==> config.mk <==
export PLATFORM = sky130hd
export DESIGN_NAME = qenc_x4
export DESIGN_NICKNAME = d
export VERILOG_FILES = /design/src/rtl/qenc_pkg.sv /design/src/rtl/qenc_sync.sv /design/src/rtl/qenc_step.sv /design/src/rtl/qenc_count.sv /design/src/rtl/qenc_x4.sv
export SDC_FILE = /design/constraint.sdc
export NUM_CORES = 1
export LEC_CHECK = 0
export BUFFER_PORTS_ARGS = -buffer_cell sky130_fd_sc_hd__buf_4
export CAP_MARGIN = 20
export CORE_MARGIN = 8
export CORE_UTILIZATION = 60
export CTS_CLUSTER_SIZE = 25
export DETAILED_ROUTE_END_ITERATION = 8
export GPL_TIMING_DRIVEN = 0
export PLACE_DENSITY_LB_ADDON = 0.2
export SLEW_MARGIN = 40
export SYNTH_ARGS = -nofsm -noshare
export SYNTH_HDL_FRONTEND = slang
export SYNTH_SLANG_ARGS = --single-unit
==> constraint.sdc <==
create_clock -name clk -period 5.2 [get_ports clk]
set_clock_uncertainty 0.1 [all_clocks]
set_input_delay 1.04 -clock clk [delete_from_list [all_inputs] [get_ports clk]]
set_output_delay 1.04 -clock clk [all_outputs]
set_load 0.03 [all_outputs]
==> src/rtl/qenc_pkg.sv <==
package qenc_pkg;

    typedef enum logic [1:0] {
        PH_00 = 2'b00,
        PH_01 = 2'b01,
        PH_11 = 2'b11,
        PH_10 = 2'b10
    } phase_t;

    // successor of a phase in the forward ring
    function automatic phase_t fwd_of(phase_t p);
        unique case (p)
            PH_00: fwd_of = PH_01;
            PH_01: fwd_of = PH_11;
            PH_11: fwd_of = PH_10;
            PH_10: fwd_of = PH_00;
        endcase
    endfunction

    // predecessor of a phase in the forward ring
    function automatic phase_t bwd_of(phase_t p);
        unique case (p)
            PH_00: bwd_of = PH_10;
            PH_01: bwd_of = PH_00;
            PH_11: bwd_of = PH_01;
            PH_10: bwd_of = PH_11;
        endcase
    endfunction

endpackage

==> src/rtl/qenc_sync.sv <==
module qenc_sync #(
    parameter int W      = 2,
    parameter int STAGES = 2
) (
    input  logic         clk,
    input  logic         rst,
    input  logic [W-1:0] din,
    output logic [W-1:0] dout
);
    logic [W-1:0] stg [STAGES];

    for (genvar s = 0; s < STAGES; s++) begin : g_stage
        if (s == 0) begin : g_first
            always_ff @(posedge clk) begin
                if (rst) stg[s] <= '0;
                else     stg[s] <= din;
            end
        end else begin : g_rest
            always_ff @(posedge clk) begin
                if (rst) stg[s] <= '0;
                else     stg[s] <= stg[s-1];
            end
        end
    end

    assign dout = stg[STAGES-1];
endmodule

==> src/rtl/qenc_step.sv <==
module qenc_step
    import qenc_pkg::*;
(
    input  logic   clk,
    input  logic   rst,
    input  phase_t cur,
    output logic   step_up,
    output logic   step_dn
);
    phase_t prev_q;

    // state register: follows the synchronised phase every clock, reset included
    always_ff @(posedge clk) begin
        prev_q <= cur;
    end

    // output process: classify the transition prev_q -> cur
    always_comb begin
        step_up = 1'b0;
        step_dn = 1'b0;
        if (!rst) begin
            unique case (prev_q)
                PH_00, PH_01, PH_11, PH_10: begin
                    step_up = (cur == fwd_of(prev_q));
                    step_dn = (cur == bwd_of(prev_q));
                end
            endcase
        end
    end
endmodule

==> src/rtl/qenc_count.sv <==
module qenc_count #(
    parameter int CNT_W = 16
) (
    input  logic             clk,
    input  logic             rst,
    input  logic             step_up,
    input  logic             step_dn,
    output logic [CNT_W-1:0] cnt,
    output logic             dir
);
    localparam logic [CNT_W-1:0] ONE = CNT_W'(1);

    always_ff @(posedge clk) begin
        if (rst) begin
            cnt <= '0;
            dir <= 1'b0;
        end else if (step_up) begin
            cnt <= cnt + ONE;
            dir <= 1'b1;
        end else if (step_dn) begin
            cnt <= cnt - ONE;
            dir <= 1'b0;
        end
    end

    AST_UP_INC: assert property (@(posedge clk) disable iff (rst)
        step_up |=> (cnt == $past(cnt) + ONE) && dir);
    AST_DN_DEC: assert property (@(posedge clk) disable iff (rst)
        step_dn |=> (cnt == $past(cnt) - ONE) && !dir);
    AST_IDLE_HOLD: assert property (@(posedge clk) disable iff (rst)
        (!step_up && !step_dn) |=> $stable(cnt) && $stable(dir));
endmodule

==> src/rtl/qenc_x4.sv <==
module qenc_x4
    import qenc_pkg::*;
#(
    parameter int CNT_W  = 16,
    parameter int PORT_W = 8
) (
    input  logic              clk,
    input  logic              rst,
    input  logic              enc_a,
    input  logic              enc_b,
    output logic [PORT_W-1:0] out_lo,
    output logic [PORT_W-1:0] out_hi,
    output logic [PORT_W-1:0] out_hi_oe
);
    localparam int LO_W   = PORT_W - 1;
    localparam int SHOW_W = LO_W + PORT_W;

    logic [1:0]       sync_ab;
    logic             step_up;
    logic             step_dn;
    logic [CNT_W-1:0] cnt;
    logic             dir;

    qenc_sync #(.W(2), .STAGES(2)) u_sync (
        .clk  (clk),
        .rst  (rst),
        .din  ({enc_a, enc_b}),
        .dout (sync_ab)
    );

    qenc_step u_step (
        .clk     (clk),
        .rst     (rst),
        .cur     (phase_t'(sync_ab)),
        .step_up (step_up),
        .step_dn (step_dn)
    );

    qenc_count #(.CNT_W(CNT_W)) u_count (
        .clk     (clk),
        .rst     (rst),
        .step_up (step_up),
        .step_dn (step_dn),
        .cnt     (cnt),
        .dir     (dir)
    );

    logic unused_msb;
    assign unused_msb = ^cnt[CNT_W-1:SHOW_W];

    assign out_lo    = {dir, cnt[LO_W-1:0]};
    assign out_hi    = cnt[SHOW_W-1:LO_W];
    assign out_hi_oe = '1;

    AST_RESET_CLEARS: assert property (@(posedge clk)
        rst |=> (out_lo == '0) && (out_hi == '0));
    AST_NO_DOUBLE_STEP: assert property (@(posedge clk) disable iff (rst)
        !(step_up && step_dn));
endmodule

# Yosys cells after proc, flatten, opt, wreduce, memory -nomap -nowiden
# Memories as Yosys holds them, arrays and structs flattened.
# Cells that the tools add are included.
[op_classes] order_cmp=0 add_sub_neg=2 n_eq_ne=5 multipliers=0 reduce_logical=3 n_bitwise=2 mux=19 shift=0 div_mod_pow=0
[op_table] op="16-bit two-way mux" n=2
[op_table] op="16-bit by 1-bit adder with 16-bit output (second input constant)" n=1
[op_table] op="2-bit case mux with 4 select lines" n=2
[op_table] op="16-bit by 1-bit subtractor with 16-bit output (second input constant)" n=1
[op_table] op="2-bit two-way mux" n=6
[op_table] op="1-bit two-way mux" n=9
[op_table] op="2-bit equality test" n=2
[op_table] op="2-bit equality test (second input constant)" n=2
[op_table] op="4-bit OR reduction" n=1
[op_table] op="2-bit by 1-bit equality test with 1-bit output (second input constant)" n=1
[op_table] op="2-bit zero test" n=1
[op_table] op="1-bit OR" n=2
[op_table] op="2-bit nonzero test" n=1
[word_totals] output_inout_bits=24 latchBits=0 wordCells=35 memories=1 register_bits=19 mem_bits_ro=0 inputBits=4 mem_bits_rw=4
[mem_list] name="u_sync.stg" words=2 word_bits=2 rd=2 rd_ports_with_merged_regs=0 wr=2 line="qenc_sync.sv:10" rtl="logic [W-1:0] stg [STAGES];"

# Depth between registers and ports, before layout
[logic_depth] word_depth=9 ltp_mapped=10 ltp_nobuf=10

# Cells and area by module
# From an unflattened synthesis, not the netlist that was laid out.
[unflattened] cells_unflattened=196 hier_area_um2=1610.3
[by_module_without_submodules] module="qenc_count" area_per_inst_um2=1362.6 n_inst=1 seq_area_each_um2=340.3 cells_per_inst=172
[by_module_without_submodules] module="qenc_sync" area_per_inst_um2=105.1 n_inst=1 seq_area_each_um2=80.1 cells_per_inst=8
[by_module_without_submodules] module="qenc_step" area_per_inst_um2=71.3 n_inst=1 seq_area_each_um2=40.0 cells_per_inst=6
[by_module_without_submodules] module="qenc_x4" area_per_inst_um2=71.3 n_inst=1 seq_area_each_um2=0.0 cells_per_inst=10

# Worst setup path after synthesis
# OpenSTA, ideal clock, no wires.
[synth_path] kind="in2reg" start="input port rst" end="register u_count.cnt[11]" setup_ps=74 arrival_time_ps=3672 path_buffers=0 slack_ps=1354 cell_stages=9 required_time_ps=5026 path_cell_list="inv_1 > nand3_1 > ha_1 > and2_4 > a221oi_2 > a21oi_2 > or3_1 > or4b_1 > a31oi_1"
[synth_between] elab_chain_len=2 word_cells_on_any_way=4 cone_classes="mux: 3; reduce/logical: 1"
[synth_rtl] item="start, declared" line="qenc_x4.sv:8" rtl="input logic rst,"
[synth_rtl] item="1-bit two-way mux" line="qenc_step.sv:21" rtl="if (!rst) begin"
[synth_rtl] item="16-bit two-way mux / 2-bit nonzero test (equally long branches)"
[synth_rtl] item="end signal, assigned" line="qenc_count.sv:18" rtl="cnt <= cnt + ONE;"
[synth_rtl] item="end signal, assigned" line="qenc_count.sv:21" rtl="cnt <= cnt - ONE;"
[synth_rtl] item="end, declared" line="qenc_count.sv:8" rtl="output logic [CNT_W-1:0] cnt,"
# Several ways; a longest one is shown, not always the timed one.
# A chain may end at the register's enable or synchronous reset.

# Worst setup path after layout
# Same ends and word-level chain as after synthesis.

==> flow_metrics.py <==
metrics = {
    "synth": {
        "synth_top_family_by_area": "compound AO/OA/AOI/OAI gates",
        "synthMuxAreaShare_pct": 0.630,
        "synthXorXnorAreaFrac_pct": 3.86,
        "synthAdderAreaFrac_pct": 13.1,
        "syn_area_per_cell_um2": 8.11,
        "ys_ff_latch": 22,
        "synth_seq_area_share_pct": 27.7,
        "yosys_warnings": 0,
        "netlist.area_leader.share_pct": 27.7,
        "yosys.area_share.simple_pct": 22.3,
        "synthTopCellsByArea": "dfxtp_1 28%, ha_1 12%, nand2_1 4.7%, a21oi_1 4.4%, buf_4 4.3%",
        "netlist_instances": 196,
        "synth_compound_area_share_pct": 24.6,
        "synth_most_common_cell": "dfxtp_1",
        "ys_async_sr_fraction_pct": 0,
        "yosys.area.top_type": "dfxtp_1",
        "synthTopCellsByCount": "22 x dfxtp_1, 20 x nand2_1, 15 x ha_1, 14 x a21oi_1",
        "post_synth_instance_area_um2": 1590,
        "synth_edf_count": 0,
        "synth_ff_type": "dfxtp_1",
        "synthDistinctLibCells": 46,
    },
    "place": {
        "dp_hpwl_mm": 2.72,
        "gp_congestion": 0.857,
        "port-buffer-count": 19,
        "placed_cells": 252,
    },
    "detailed_routing": {
        "wl_met1_mm": 1.60,
        "wl_mm": 3.71,
        "wl_met3_um": 199,
        "avgViaCountPerCell": 5.97,
        "drt_iter0_markers": 74,
        "num_vias": 1528,
        "drt_first_pass_iters": 4,
        "drc": 0,
        "route.met2.wl_mm": 1.83,
        "ant_nets": 0,
        "top_layer": "met4",
        "wl_per_cell_um": 14.5,
    },
    "power_and_ir_drop": {
        "p_leak_nw": 0.847,
        "combinationalPowerShare_pct": 62.1,
        "p_seq_share_pct": 24.0,
        "powerDensity_nw_per_um2": 529,
        "p_sw_mw": 0.446,
        "switching_share_pct": 45.6,
        "peakVddDrop_uv": 385,
        "p_clk_share_pct": 14.0,
        "internal_power_mw": 0.533,
    },
    "critical_path": {
        "reg2reg_depth": 9,
        "start_kind": "primary input",
        "crit_fanout": 20,
        "critical_path_class": "in2reg",
        "arrival_ns": 3.97,
        "setup.worst_path.end_class": "flip-flop",
        "cp_data_required_time_ns": 5.36,
    },
    "clock_tree": {
        "cts_setup_buffers": 0,
        "cts_hold_buf": 0,
        "root_buffer": "clkbuf_4",
        "cts.repair.resized": 0,
        "clockBufferDepth": 2,
        "htree_levels": 1,
        "cts_tree": "done",
        "cts_sinks": 22,
        "cts_made_buffers": 3,
        "clkLatencyLatePin_ns": 0.32,
        "clk_pin_slew_ns": 0.14,
    },
    "floorplanning": {
        "start_util_pct": 63.6,
        "core_um2": 2500,
        "fp.dieH_um": 67.5,
        "die_area_um2": 4550,
        "pin_count": 28,
        "die_w_um": 67.5,
        "std_cell_rows": 18,
    },
    "grt": {
        "grt_usage_pct": 17.0,
        "antenna_found_initial": 0,
        "grt_pass1_wl_mm": 6.25,
        "grt_pass1_vias": 1497,
        "gr-total-overflow": 0,
        "grt_max_degree": 21,
    },
    "final_layout": {
        "stdcell_count": 256,
        "fin_util_pct": 74.1,
        "fillers": 202,
        "multi_input_area_um2": 1060,
        "syn_to_final_growth_pct": 16.6,
        "fin_nets": 247,
        "regArea_um2": 440,
        "diodes": 0,
        "drive_gt1_share_pct": 15.9,
    },
    "timing": {
        "fin_crit_ns": 3.81,
        "finalCritPeriodShare_pct": 73.3,
        "rsz0062_at_grt": "false",
        "worst_pin_slew_ns": 0.628,
        "fmax_ghz": 0.262,
        "slew_headroom_pct": 57.9,
        "final-max-slew-violation-count": 0,
        "setup_viol": 0,
        "tns_ns": 0,
        "hold_viol_final": 0,
    },
    "min_path": {
        "min_path_type": "reg2reg",
        "hold_depth": 0,
    },
    "run": {
        "cap_violations": 0,
    },
    "status": {
        "status": "complete, no violations",
    },
}
==> worst max-delay path, stage by stage <==
cell	delay (ns)
buf_4	0.12
inv_1	0.21
nand3_2	0.46
ha_1	0.53
and2_4	0.19
a221oi_2	0.32
a21oi_2	0.11
or3_1	0.36
or4b_1	0.46
a31oi_1	0.16
==> logic make-up (layout without fill, tap and decap cells) <==
group / after synthesis / after routing
simple gates: 68 / 68
compound gates: 58 / 58
buf+inv: 23 / 46
flops: 22 / 22
fa+ha+maj: 16 / 16
xor+xnor: 7 / 7
other cells: 1 / 8
mux: 1 / 1
==> registers in the layout, summed over array words and instances, names as in the netlist <==
name / count
u_sync.stg: 4
u_step.prev_q: 2
u_count.cnt: 15
u_count.dir: 1
==> worst paths after layout <==
kind                                  startpoint               end  slack, ns
worst max-delay path                         rst   u_count.cnt[11]       1.39
worst min-delay path            u_sync.stg[1][0]  u_step.prev_q[0]       0.28
worst max register to register  u_sync.stg[1][1]   u_count.cnt[11]       1.62
worst min register to register  u_sync.stg[1][0]  u_step.prev_q[0]       0.28
==> cell usage in the layout (no fill, tap or decap), drive strengths merged, types with 3 or more instances in the layout <==
cell type / n
buf: 28
dfxtp: 22
nand2: 20
ha: 15
a21oi: 15
clkbuf: 11
nor2: 9
o21ai: 9
a21o: 8
conb: 8
nand3: 8
inv: 6
nor2b: 5
xnor2: 4
or3: 4
a31oi: 4
nor3: 4
and2: 4
xor2: 3
o21a: 3
nand2b: 3
a211oi: 3
==> per-layer routing <==
metal  GRT usage, %  vias up
met5              0        -
met4           6.53        0
met3           2.81       10
met2           30.8       49
met1           19.4      712
li1               -      757
==> stage by stage <==
stage / area [um^2] / setup slack, ns / hold slack (ns) / total power [mW]
global placement: 1800 / 0.812 / 0.253 / 0.811
global route: 1850 / 1.19 / 0.288 / 1.05
CTS: 1850 / 1.05 / 0.281 / 0.975
floorplan: 1620 / 1.35 / 0.249 / 0.693
finish: 1850 / 1.39 / 0.278 / 0.980
detailed placement: 1800 / 0.714 / 0.262 / 0.830
==> layout make-up <==
class	count	share of cell area, %
plain buffers	17	5.27
multi-input cells	158	57.2
flip-flops and latches	22	23.8
well taps	30	2.03
repair buffers	19	7.70
inverters	6	1.22
clock buffers	3	1.22
clock inverters	1	1.62
==> power by group through the flow <==
stage | registers, mW | clock network [mW] | logic [mW]
final | 0.235 | 0.137 | 0.608
after global routing | 0.240 | 0.145 | 0.668
after CTS | 0.235 | 0.138 | 0.602
after detailed placement | 0.239 | 0 | 0.591
after global placement | 0.236 | 0 | 0.575
after floorplan | 0.299 | 0 | 0.394
(Power assumes the default switching activity.)
